$ cat src/rtl/intack_pkg.sv
package intack_pkg;
    typedef enum logic [2:0] {
        ST_IDLE,
        ST_ACK1,
        ST_GAP,
        ST_ACK2,
        ST_DONE
    } seq_state_e;

    localparam int VEC_W = 8;
endpackage

$ cat src/rtl/intack_addr_match.sv
module intack_addr_match #(
    parameter int              ADDR_W     = 16,
    parameter logic [ADDR_W-1:0] MAGIC_ADDR = 16'hFFA0
) (
    input  logic [ADDR_W-1:0] addr,
    output logic              hit
);
    always_comb begin
        hit = (addr == MAGIC_ADDR);
    end
endmodule

$ cat src/rtl/intack_fsm.sv
module intack_fsm
    import intack_pkg::*;
#(
    parameter int PULSE_CYC = 4,
    parameter int GAP_CYC   = 2
) (
    input  logic             clk,
    input  logic             rst_n,
    input  logic             rd,
    input  logic             hit,
    input  logic [VEC_W-1:0] vec_in,
    output logic             inta_n,
    output logic             ready,
    output logic [VEC_W-1:0] rdata
);
    localparam int MAX_CYC = (PULSE_CYC > GAP_CYC) ? PULSE_CYC : GAP_CYC;
    localparam int CNT_W   = (MAX_CYC > 1) ? $clog2(MAX_CYC) : 1;
    localparam logic [CNT_W-1:0] PULSE_LAST = CNT_W'(PULSE_CYC - 1);
    localparam logic [CNT_W-1:0] GAP_LAST   = CNT_W'(GAP_CYC - 1);

    typedef struct packed {
        seq_state_e       state;
        logic [CNT_W-1:0] cnt;
        logic             inta_n;
        logic             ready;
        logic [VEC_W-1:0] rdata;
    } seq_regs_t;

    localparam seq_regs_t RESET_VAL = '{
        state:  ST_IDLE,
        cnt:    '0,
        inta_n: 1'b1,
        ready:  1'b0,
        rdata:  '0
    };

    seq_regs_t regs_d, regs_q;

    always_comb begin
        regs_d       = regs_q;
        regs_d.ready = 1'b0;
        regs_d.rdata = '0;
        unique case (regs_q.state)
            ST_IDLE: begin
                regs_d.cnt = '0;
                if (rd && !regs_q.ready) begin
                    if (hit) begin
                        regs_d.state  = ST_ACK1;
                        regs_d.inta_n = 1'b0;
                    end else begin
                        regs_d.ready = 1'b1;
                    end
                end
            end
            ST_ACK1: begin
                if (regs_q.cnt == PULSE_LAST) begin
                    regs_d.state  = ST_GAP;
                    regs_d.cnt    = '0;
                    regs_d.inta_n = 1'b1;
                end else begin
                    regs_d.cnt = regs_q.cnt + 1'b1;
                end
            end
            ST_GAP: begin
                if (regs_q.cnt == GAP_LAST) begin
                    regs_d.state  = ST_ACK2;
                    regs_d.cnt    = '0;
                    regs_d.inta_n = 1'b0;
                end else begin
                    regs_d.cnt = regs_q.cnt + 1'b1;
                end
            end
            ST_ACK2: begin
                if (regs_q.cnt == PULSE_LAST) begin
                    regs_d.state  = ST_DONE;
                    regs_d.cnt    = '0;
                    regs_d.inta_n = 1'b1;
                    regs_d.ready  = 1'b1;
                    regs_d.rdata  = vec_in;
                end else begin
                    regs_d.cnt = regs_q.cnt + 1'b1;
                end
            end
            ST_DONE: begin
                regs_d.state = ST_IDLE;
            end
            default: begin
                regs_d = RESET_VAL;
            end
        endcase
    end

    always_ff @(posedge clk or negedge rst_n) begin
        if (!rst_n) begin
            regs_q <= RESET_VAL;
        end else begin
            regs_q <= regs_d;
        end
    end

    assign inta_n = regs_q.inta_n;
    assign ready  = regs_q.ready;
    assign rdata  = regs_q.rdata;
endmodule

$ cat src/rtl/intack_seq.sv
module intack_seq
    import intack_pkg::*;
#(
    parameter int              ADDR_W     = 16,
    parameter logic [ADDR_W-1:0] MAGIC_ADDR = 16'hFFA0,
    parameter int              PULSE_CYC  = 4,
    parameter int              GAP_CYC    = 2
) (
    input  logic              clk,
    input  logic              rst_n,
    input  logic [ADDR_W-1:0] host_addr,
    input  logic              host_rd,
    output logic              host_ready,
    output logic [7:0]        host_rdata,
    input  logic              irq_in,
    output logic              irq_out,
    output logic              inta_n,
    input  logic [7:0]        vec_in
);
    logic addr_hit;

    assign irq_out = irq_in;

    intack_addr_match #(
        .ADDR_W     (ADDR_W),
        .MAGIC_ADDR (MAGIC_ADDR)
    ) u_match (
        .addr (host_addr),
        .hit  (addr_hit)
    );

    intack_fsm #(
        .PULSE_CYC (PULSE_CYC),
        .GAP_CYC   (GAP_CYC)
    ) u_fsm (
        .clk    (clk),
        .rst_n  (rst_n),
        .rd     (host_rd),
        .hit    (addr_hit),
        .vec_in (vec_in),
        .inta_n (inta_n),
        .ready  (host_ready),
        .rdata  (host_rdata)
    );
endmodule

$ cat config.mk
export PLATFORM = sky130hd
export DESIGN_NAME = intack_seq
export DESIGN_NICKNAME = d
export VERILOG_FILES = /design/src/rtl/intack_pkg.sv /design/src/rtl/intack_addr_match.sv /design/src/rtl/intack_fsm.sv /design/src/rtl/intack_seq.sv
export SDC_FILE = /design/constraint.sdc
export NUM_CORES = 1
export LEC_CHECK = 0
export CAP_MARGIN = 20
export CORE_AREA = 2 2 39 41
export DETAILED_ROUTE_END_ITERATION = 12
export DIE_AREA = 0 0 41 43
export DONT_BUFFER_PORTS = 1
export GPL_TIMING_DRIVEN = 0
export PLACE_DENSITY_LB_ADDON = 0.2
export RECOVER_POWER = 25
export REMOVE_ABC_BUFFERS = 1
export SLEW_MARGIN = 20
export SYNTH_ARGS = -nofsm -noshare
export SYNTH_HDL_FRONTEND = slang
export SYNTH_HIERARCHICAL = 1
export SYNTH_SLANG_ARGS = --single-unit
$ cat constraint.sdc
create_clock -name clk -period 2.8 [get_ports clk]
set_input_delay 0.7 -clock clk [delete_from_list [all_inputs] [get_ports clk]]
set_output_delay 0.7 -clock clk [all_outputs]
set_load 0.03 [all_outputs]
==> reports/qor.csv <==
metric;value;unit
status;completed;
Worst Setup Start Kind;input port;
DP HPWL;905;um
compound-cell area share of the yosys netlist;7.42;%
area share of xor/xnor cells in the synthesized design;1.11;%
Hold Crit Class;in2async;
die width;41;um
worst setup margin;1080;ps
Buffers on Ports;0;
crit end category;register;
WL final;1230;um
GRT Util Overall;16.3;%
Ys Warns;6;
Rows;14;
proportion of netlist area held by the largest area contributor;44.2;%
Pins Over Slew Limit;0;
Worst R2R Start;u_fsm/regs_q[11]$_DFFE_PN0P_;
Worst-Margin Slew;381;ps
Reg2Reg Capture Point;u_fsm/inta_n$_DFFE_PN1P_;
multiplexer share of the synthesized area;0;%
initial core utilization;57.2;%
via/cell ratio;5.83;
# IOs;39;
Layout Area Growth over Synthesis;-3.79;%
Die ar.;0.00176;mm2
Worst VDD drop;0.235;mV
Post-synth EDFFs;0;
critical path peak fanout;2;
wire length per cell;15.2;um
Simple-Gate Fraction of Synth Area;26.4;%
CTS buffer count;3;
Setup Fix Bufs, Post-CTS;0;
Max-cap violations;0;
TNS Setup;0;ps
Final ANT Viol Nets;0;
kind of critical path;in2reg;
Post-Syn Area;792;um2
Setup Viol. Count Final;0;
final core occ;55.1;%
clk buf depth;2;
number of library cell types mapped by synthesis;29;
drt pass-1 iters;4;
initial detailed-routing violation count;6;
most common flop cell mapped by yosys;dfrtp_1;
Synth Register Bits;15;
TritonCTS clock tree;built;
GR Overflow Total;0;
Post-layout nets;98;
Die Span Y;43;um
crit path to;u_fsm/regs_q[12]$_DFFE_PN0P_;
Antenna diodes;0;
CTS resizes;0;
DRC violations left;0;
H-tree depth;1;
Layout Skew;5.20;ps
gp weighted congestion;0.758;
CP Data Required Time;3020;ps
first-pass GRT wire length;1890;um
Design Area, Final;762;um2
Seq/Total Area, Yosys;47.6;%
period utilisation layout;61.5;%
post-placement cell area;734;um2
CTS clk-pin slew, worst paths;90;ps
Fin. Hold Viols;0;
clk sinks;15;
Reg2Reg Setup Slack;1560;ps
largest net degree at the start of global routing;16;
vias in the first global route;470;
FMAX;581;MHz
adder-cell area share of the yosys netlist;6.32;%
Pleak;0.350;nW
total power;0.345;mW
CP Launch Point;host_addr[1];
R2R depth;5;
power per cell area;453;mW/mm2
Avg Inst Size Synth;11.0;um2
Tmin final;1720;ps
pre-CTS setup slack;808;ps
Cells after Synth;72;
initial antenna violation count;0;
Core ar.;0.00138;mm2
most common cell after layout, fill and taps aside;dfrtp_1;
ys async rst share;100;%
most frequent cells in the layout;dfrtp_1, and2_1, ha_1;
clock root buffer;clkbuf_4;
Clock Latency Late Sink;280;ps
main area contributors after synthesis;dfrtp_1, buf_4, and2_1;
unrepaired setup endpoints after global routing;false;
largest family of logic cells by synthesized area;simple AND/OR/NAND/NOR gates;
share of layout cells above drive strength 1;12.3;%
worst rel slew slack;74.6;%
cell taking the most area after synthesis;dfrtp_1;
CP arrival;1940;ps
# hold bufs at CTS;0;
DR vias;472;
[registers in the layout (all words and copies together) (netlist names)]
| register | flops |
|---|---|
| u_fsm/regs_q | 5 |
| u_fsm/ready | 1 |
| u_fsm/rdata | 8 |
| u_fsm/inta_n | 1 |
[cells in the mapped netlist (all sizes together), types with 2 or more instances]
cell,number
nor2,3
nor2b,2
and2,8
a21oi,2
dfrtp,14
nor3,2
buf,11
nand2,2
nand4b,3
ha,4
nand2b,2
inv,3
o22ai,2
[power by group]
group,switching (mW),internal [mW]
Clock,0.0679,0.0529
Combinational,0.00111,0.00302
Sequential,0.00284,0.218
Total,0.0718,0.273
[worst max-delay path: stages]
cell and delay (ps):
or4b_1 520, nor4_2 290, nand3b_1 130, o21ai_0 140, and3b_1 160
[per-layer routing]
layer | up-vias | GRT usage (%) | wire [um]
met5 | - | 0 | 0
met3 | 2 | 3.14 | 88
met1 | 226 | 20.3 | 523
met2 | 22 | 23.8 | 603
li1 | 222 | - | -
met4 | 0 | 12.0 | 15
[kinds of logic after synthesis]
kind of cell	count (synthesis)
adders and majority gates	4
AOI/OAI and AO/OA	9
xor gates and xnor gates	1
and+or+nand+nor	29
DFF	15
buffers and inverters	14
[per-stage QoR]
| stage | std cells | hold WS [ps] |
|---|---|---|
| floorplan | 61 | 404 |
| global placement | 77 | 405 |
| detailed placement | 77 | 405 |
| CTS | 81 | 92.5 |
| global route | 81 | 81.4 |
| finish | 81 | 103 |
[worst min path at each step]
stage                                        end  cells past startpoint
floorplan               u_fsm/rdata[0]$_DFF_PN0_                      0
global placement    u_fsm/regs_q[11]$_DFFE_PN0P_                      0
detailed placement  u_fsm/regs_q[11]$_DFFE_PN0P_                      0
CTS                 u_fsm/regs_q[10]$_DFFE_PN0P_                      0
global route        u_fsm/regs_q[10]$_DFFE_PN0P_                      0
finish                  u_fsm/rdata[6]$_DFF_PN0_                      0
[area by class of cell]
cell class	instances	area, um2
Clock buffer	3	22.5
Multi-Input combinational cell	43	327
Fill cell	124	622
Inverter	3	11.3
Sequential cell	15	377
Tap cell	16	20.0
Clock inverter	1	5.00
Power figures use the tool's default switching activity.
